$ cat src/rtl/gf2_pkg.sv
package gf2_pkg;

  typedef enum logic {
    MODE_MUL = 1'b0,
    MODE_DIV = 1'b1
  } op_mode_e;

  // 1 + X^2 + X^15 + X^16, bit j = coefficient of X^j
  localparam logic [16:0] POLY_DEG16 = 17'h18005;

endpackage

$ cat src/rtl/gf2_frame_ctl.sv
module gf2_frame_ctl
  import gf2_pkg::*;
#(
  parameter int DEG = 16
) (
  input  logic     clk,
  input  logic     rst_n,
  input  logic     in_valid,
  input  logic     in_sof,
  input  logic     in_eof,
  input  op_mode_e mode_req,
  output logic     beat,
  output logic     start_beat,
  output logic     end_beat,
  output logic     flush_step,
  output op_mode_e cur_mode
);

  localparam int CW = $clog2(DEG + 1);

  logic [CW-1:0] flush_cnt_q, flush_cnt_d;
  op_mode_e      mode_q;
  logic          mode_en;

  always_comb begin
    flush_step  = (flush_cnt_q != '0);
    beat        = in_valid && !flush_step;
    start_beat  = beat && in_sof;
    end_beat    = beat && in_eof;
    cur_mode    = start_beat ? mode_req : mode_q;
    mode_en     = start_beat;
    flush_cnt_d = flush_cnt_q;
    if (flush_step) begin
      flush_cnt_d = flush_cnt_q - 1'b1;
    end else if (end_beat && (cur_mode == MODE_MUL)) begin
      flush_cnt_d = CW'(DEG);
    end
  end

  always_ff @(posedge clk or negedge rst_n) begin
    if (!rst_n) begin
      flush_cnt_q <= '0;
    end else begin
      flush_cnt_q <= flush_cnt_d;
    end
  end

  always_ff @(posedge clk or negedge rst_n) begin
    if (!rst_n) begin
      mode_q <= MODE_MUL;
    end else if (mode_en) begin
      mode_q <= mode_req;
    end
  end

  // the flush window counts down one step per cycle
  assert_flush_countdown_R3 : assert property (@(posedge clk) disable iff (!rst_n)
    flush_step |=> (flush_cnt_q == CW'($past(flush_cnt_q) - 1'b1)));

  // a multiply frame end opens a full flush window
  assert_flush_open_R3 : assert property (@(posedge clk) disable iff (!rst_n)
    (end_beat && (cur_mode == MODE_MUL)) |=> (flush_cnt_q == CW'(DEG)));

  // the frame mode moves only on a start beat
  assert_mode_hold_R8 : assert property (@(posedge clk) disable iff (!rst_n)
    !start_beat |=> $stable(mode_q));

endmodule

$ cat src/rtl/gf2_tap_mult.sv
module gf2_tap_mult #(
  parameter int             DEG  = 16,
  parameter logic [DEG:0]   POLY = '1
) (
  input  logic clk,
  input  logic rst_n,
  input  logic step,
  input  logic clear,
  input  logic din,
  output logic prod
);

  logic [DEG-1:0] hist_q, hist_d, hist_eff;
  logic [DEG:0]   terms;

  assign hist_eff = clear ? '0 : hist_q;

  generate
    for (genvar j = 0; j <= DEG; j++) begin : g_tap
      if (j == 0) begin : g_cur
        assign terms[j] = POLY[j] & din;
      end else begin : g_old
        assign terms[j] = POLY[j] & hist_eff[j-1];
      end
    end
  endgenerate

  assign prod = ^terms;

  always_comb begin
    hist_d = hist_q;
    if (step) begin
      hist_d = DEG'({hist_eff, din});
    end
  end

  always_ff @(posedge clk or negedge rst_n) begin
    if (!rst_n) begin
      hist_q <= '0;
    end else begin
      hist_q <= hist_d;
    end
  end

endmodule

$ cat src/rtl/gf2_fb_div.sv
module gf2_fb_div #(
  parameter int           DEG  = 16,
  parameter logic [DEG:0] POLY = '1
) (
  input  logic clk,
  input  logic rst_n,
  input  logic step,
  input  logic clear,
  input  logic din,
  output logic q,
  output logic rem_nz
);

  logic [DEG-1:0] qh_q, qh_d, qh_eff;
  logic [DEG:1]   fb;

  assign qh_eff = clear ? '0 : qh_q;

  generate
    for (genvar j = 1; j <= DEG; j++) begin : g_fb
      assign fb[j] = POLY[j] & qh_eff[j-1];
    end
  endgenerate

  assign q = din ^ (^fb);

  always_comb begin
    qh_d = qh_q;
    if (step) begin
      qh_d = DEG'({qh_eff, q});
    end
  end

  // the last DEG quotient bits are zero exactly when the divisor divides the frame
  assign rem_nz = |qh_d;

  always_ff @(posedge clk or negedge rst_n) begin
    if (!rst_n) begin
      qh_q <= '0;
    end else begin
      qh_q <= qh_d;
    end
  end

endmodule

$ cat src/rtl/gf2_serial_muldiv.sv
module gf2_serial_muldiv
  import gf2_pkg::*;
#(
  parameter int           DEG      = 16,
  parameter logic [DEG:0] MUL_POLY = POLY_DEG16,
  parameter logic [DEG:0] DIV_POLY = POLY_DEG16
) (
  input  logic clk,
  input  logic rst_n,
  input  logic mode_div,
  input  logic in_valid,
  input  logic in_bit,
  input  logic in_sof,
  input  logic in_eof,
  output logic out_valid,
  output logic out_bit,
  output logic chk_done,
  output logic rej_flag
);

  logic [1:0] rst_sync_q;
  logic       rst_int_n;

  always_ff @(posedge clk or negedge rst_n) begin
    if (!rst_n) begin
      rst_sync_q <= 2'b00;
    end else begin
      rst_sync_q <= {rst_sync_q[0], 1'b1};
    end
  end

  assign rst_int_n = rst_sync_q[1];

  logic     beat, start_beat, end_beat, flush_step;
  op_mode_e cur_mode;

  gf2_frame_ctl #(.DEG(DEG)) u_ctl (
    .clk        (clk),
    .rst_n      (rst_int_n),
    .in_valid   (in_valid),
    .in_sof     (in_sof),
    .in_eof     (in_eof),
    .mode_req   (op_mode_e'(mode_div)),
    .beat       (beat),
    .start_beat (start_beat),
    .end_beat   (end_beat),
    .flush_step (flush_step),
    .cur_mode   (cur_mode)
  );

  logic mul_step, mul_din, mul_prod;
  logic div_step, div_q, div_rem_nz;

  always_comb begin
    mul_step = (beat && (cur_mode == MODE_MUL)) || flush_step;
    mul_din  = flush_step ? 1'b0 : in_bit;
    div_step = beat && (cur_mode == MODE_DIV);
  end

  gf2_tap_mult #(.DEG(DEG), .POLY(MUL_POLY)) u_mul (
    .clk   (clk),
    .rst_n (rst_int_n),
    .step  (mul_step),
    .clear (start_beat),
    .din   (mul_din),
    .prod  (mul_prod)
  );

  gf2_fb_div #(.DEG(DEG), .POLY(DIV_POLY)) u_div (
    .clk    (clk),
    .rst_n  (rst_int_n),
    .step   (div_step),
    .clear  (start_beat),
    .din    (in_bit),
    .q      (div_q),
    .rem_nz (div_rem_nz)
  );

  logic valid_q, valid_d, bit_q, bit_d, chk_q, chk_d, rej_q, rej_d;

  always_comb begin
    valid_d = beat || flush_step;
    bit_d   = (cur_mode == MODE_DIV) ? div_q : mul_prod;
    chk_d   = end_beat && (cur_mode == MODE_DIV);
    rej_d   = rej_q;
    if (start_beat) begin
      rej_d = 1'b0;
    end
    if (chk_d) begin
      rej_d = div_rem_nz;
    end
  end

  always_ff @(posedge clk or negedge rst_int_n) begin
    if (!rst_int_n) begin
      valid_q <= 1'b0;
      bit_q   <= 1'b0;
      chk_q   <= 1'b0;
      rej_q   <= 1'b0;
    end else begin
      valid_q <= valid_d;
      chk_q   <= chk_d;
      rej_q   <= rej_d;
      if (valid_d) begin
        bit_q <= bit_d;
      end
    end
  end

  assign out_valid = valid_q;
  assign out_bit   = bit_q;
  assign chk_done  = chk_q;
  assign rej_flag  = rej_q;

  // every output traces back to an accepted beat or a flush step
  assert_out_has_source_R9 : assert property (@(posedge clk) disable iff (!rst_int_n)
    out_valid |-> $past(beat || flush_step));

  // the check pulse follows an end beat at the port
  assert_chk_after_end_R6 : assert property (@(posedge clk) disable iff (!rst_int_n)
    chk_done |-> $past(in_valid && in_eof));

  // no check pulse for a multiply frame
  assert_no_chk_mul_R10 : assert property (@(posedge clk) disable iff (!rst_int_n)
    chk_done |-> $past(cur_mode == MODE_DIV));

  // the verdict holds between checks and start beats
  assert_rej_hold_R7 : assert property (@(posedge clk) disable iff (!rst_int_n)
    (!chk_done && !$past(start_beat)) |-> $stable(rej_flag));

  // a start beat that is not also an end beat clears the verdict
  assert_rej_clear_R7 : assert property (@(posedge clk) disable iff (!rst_int_n)
    (start_beat && !end_beat) |=> !rej_flag);

endmodule

$ cat config.mk
export PLATFORM = sky130hd
export DESIGN_NAME = gf2_serial_muldiv
export DESIGN_NICKNAME = d
export VERILOG_FILES = /design/src/rtl/gf2_pkg.sv /design/src/rtl/gf2_frame_ctl.sv /design/src/rtl/gf2_tap_mult.sv /design/src/rtl/gf2_fb_div.sv /design/src/rtl/gf2_serial_muldiv.sv
export SDC_FILE = /design/constraint.sdc
export NUM_CORES = 1
export LEC_CHECK = 0
export CORE_UTILIZATION = 33
export CTS_CLUSTER_SIZE = 20
export DETAILED_ROUTE_END_ITERATION = 12
export PLACE_DENSITY = 0.48
export SLEW_MARGIN = 20
export SYNTH_ARGS = -nofsm -noshare
export SYNTH_HDL_FRONTEND = slang
export SYNTH_SLANG_ARGS = --single-unit
$ cat constraint.sdc
create_clock -name clk -period 2.7 [get_ports clk]
set_input_delay 0.405 -clock clk [delete_from_list [all_inputs] [get_ports clk]]
set_output_delay 0.405 -clock clk [all_outputs]
set_load 0.01 [all_outputs]
==> impl_results.md <==
* CP required at 2.88 ns
* EDFF count, synth at 0
* Die ar. at 6470 um2
* CTS root buffer: clkbuf_8
* 1st-iter DRT viols at 82
* CP Launch Type: flip-flop
* Die H at 80.4 um
* Yosys reg bits at 44
* Synth Cell Area at 2030 um2
* Pleak at 0.971 nW
* Post-synth ARST share at 1.00
* Top-area cell type share of the netlist area at 0.542
* Wire per inst at 16.3 um
* Clock buffer depth at 2
* Pwr dens at 798 nW/um2
* Clock sinks at 44
* Layout Skew at 0.00751 ns
* Total congestion overflow at 0
* Max_cap viols at 0
* Clock Latency Late Sink at 0.29 ns
* Commonest non-fill, non-tap cell in the layout: dfrtp_1
* Area grow syn2layout at 13.7%
* Slew @ Worst Pin at 0.903 ns
* Port bufs at 10
* Htree depth at 2
* Number of global-route vias before repair at 1433
* Post-CTS Hold Buffers at 0
* Ys Warns at 0
* Worst-path maximum fanout at 14
* RSZ-0062 raised after global routing: no
* Top_reg_cell synth: dfrtp_1
* Setup TNS at 0 ns
* Synth top area cells: dfrtp_1, a22o_1, a32oi_1
* Largest net degree at the start of global routing at 43
* Synth cell types at 41
* Cell taking the most area after synthesis: dfrtp_1
* Cells after Synth at 173
* Min Tclk post-route at 2.53 ns
* FMAX at 396 MHz
* Commonest cells after routing, fill and taps aside: dfrtp_1, a22o_1, nand2_1, a32oi_1, nor2_1
* Slew Viols, Final at 0
* Final Non-Filler Cells at 264
* CP Capture Type: flip-flop
* Via Count at 1462
* Avg Inst Size Synth at 11.7 um2
* Post-CTS sizing at 0
* Final hold slack at 0.262 ns
* CTS tree: yes
* IO Count at 11
* Post-CTS Setup Bufs at 0
* Net count after synthesis at 182
* FP Rows at 28
* Die X at 80.4 um
* Antenna violations before repair at 0
* HPWL Detailed at 2880 um
* Routed wire length at 4320 um
* WP data arrival at 2.70 ns
* Slew headroom at 0.398
* Design area at 2310 um2
* First-pass GRT wire length at 7200 um
* Fin nets at 197
* # setup viols final at 0
* Placed cell areas at 2220 um2
* Cell count after placement at 256
* CTS Buf Count at 5
* Starting Density at 0.343
* First-pass DRT Iterations at 4
* Routability cong. at 0.810
* Share of cells above drive strength 1 at 0.143
* Vias/cell at 5.54
* Status: finished, final reports clean
* Hold Path Class: in -> async
* DRC viols at 0
* Tcrit/Tclk final at 0.935
* Core box area at 5920 um2
* Max VDD drop at 0.415 mV
* WS Path Type: reg -> reg
* Final ANT Viol Nets at 0
* Clock transition at path regs at 0.09 ns
* Antenna cell count at 0
* Overall Global Routing Usage at 0.148
* Layout filler cell count at 579
* Sequential-to-total area share from yosys stat at 0.542
* Final Hold Violating Endpoints at 0
[final timing paths]
check / from / cells past startpoint / to / slack [ns]
worst min-delay path: rst_n / 1 / rst_sync_q[1] / 0.26
worst max-delay path: u_ctl.flush_cnt_q[0] / 7 / rej_flag / 0.17
max in group asynchronous: rst_sync_q[1] / 0 / u_ctl.flush_cnt_q[2] / 1.73
worst min register to register: rst_sync_q[0] / 0 / rst_sync_q[1] / 0.35
min in group clk: rst_sync_q[0] / 0 / rst_sync_q[1] / 0.35
worst max register to register: u_ctl.flush_cnt_q[0] / 7 / rej_flag / 0.17
[through the flow]
step / power [mW] / worst slack (ns) / util
2_1_floorplan: 1.26 / 0.366 / -
3_3_place_gp: 1.41 / 0.127 / 0.374
3_5_place_dp: 1.43 / 0.0503 / 0.374
4_1_cts: 1.86 / 0.168 / 0.390
5_1_grt: 1.95 / 0.0194 / 0.390
6_report: 1.84 / 0.174 / 0.390
[Yosys cell counts (all sizes together), types with 3 or more instances]
cell	count
dfrtp	44
a22o	15
a32oi	14
nand2	14
nor2	12
o2bb2ai	8
xnor2	7
a21oi	6
clkbuf	6
o21ai	6
buf	4
inv	4
nand3	4
a21o	3
mux2i	3
[report_power, final]
group / internal [mW] / switching (mW)
clock network: 0.183 / 0.238
logic: 0.241 / 0.309
registers: 0.760 / 0.113
total: 1.18 / 0.660
[registers in the layout, summed over array words and instances, names as in the netlist]
name               flops
u_ctl.mode_q           1
u_ctl.flush_cnt_q      5
out_bit                1
u_div.qh_q            16
rst_sync_q             2
out_valid              1
chk_done               1
u_mul.hist_q          16
rej_flag               1
[layer usage]
metal,wire (um),GRT usage
met5,0,0
met1,2130,0.201
met2,1990,0.224
met3,157,0.0386
met4,38,0.0571
[worst max-delay path, stage by stage, from the launching register on]
cell and delay, ns:
dfrtp_1 0.40, inv_1 0.08, ha_1 0.25, and4b_1 0.38
a32oi_1 0.31, o21ai_2 0.08, or4_1 0.53, o41a_1 0.37
[logic make-up (layout without fill, tap and decap cells)]
kind of cell	count (synthesis)	after routing	synth area share
and+or+nand+nor	43	43	0.118
AOI/OAI and AO/OA	56	56	0.224
other	1	1	0.00185
adders and majority gates	2	2	0.0123
muxes	5	5	0.0259
xor gates and xnor gates	8	8	0.0345
buffers and inverters	14	30	0.0413
DFF	44	44	0.542
[area by class of cell]
cell class,instances,area (um2),share of cell area
flip-flops and latches,44,1100,0.477
well taps,75,93.8,0.0406
clock inverters,3,23.8,0.0103
multi-input cells,115,846,0.366
clock buffers,5,68.8,0.0298
inverters,4,15.0,0.00650
repair buffers,18,160,0.0693
No activity file was read; power rests on OpenSTA's default activity.
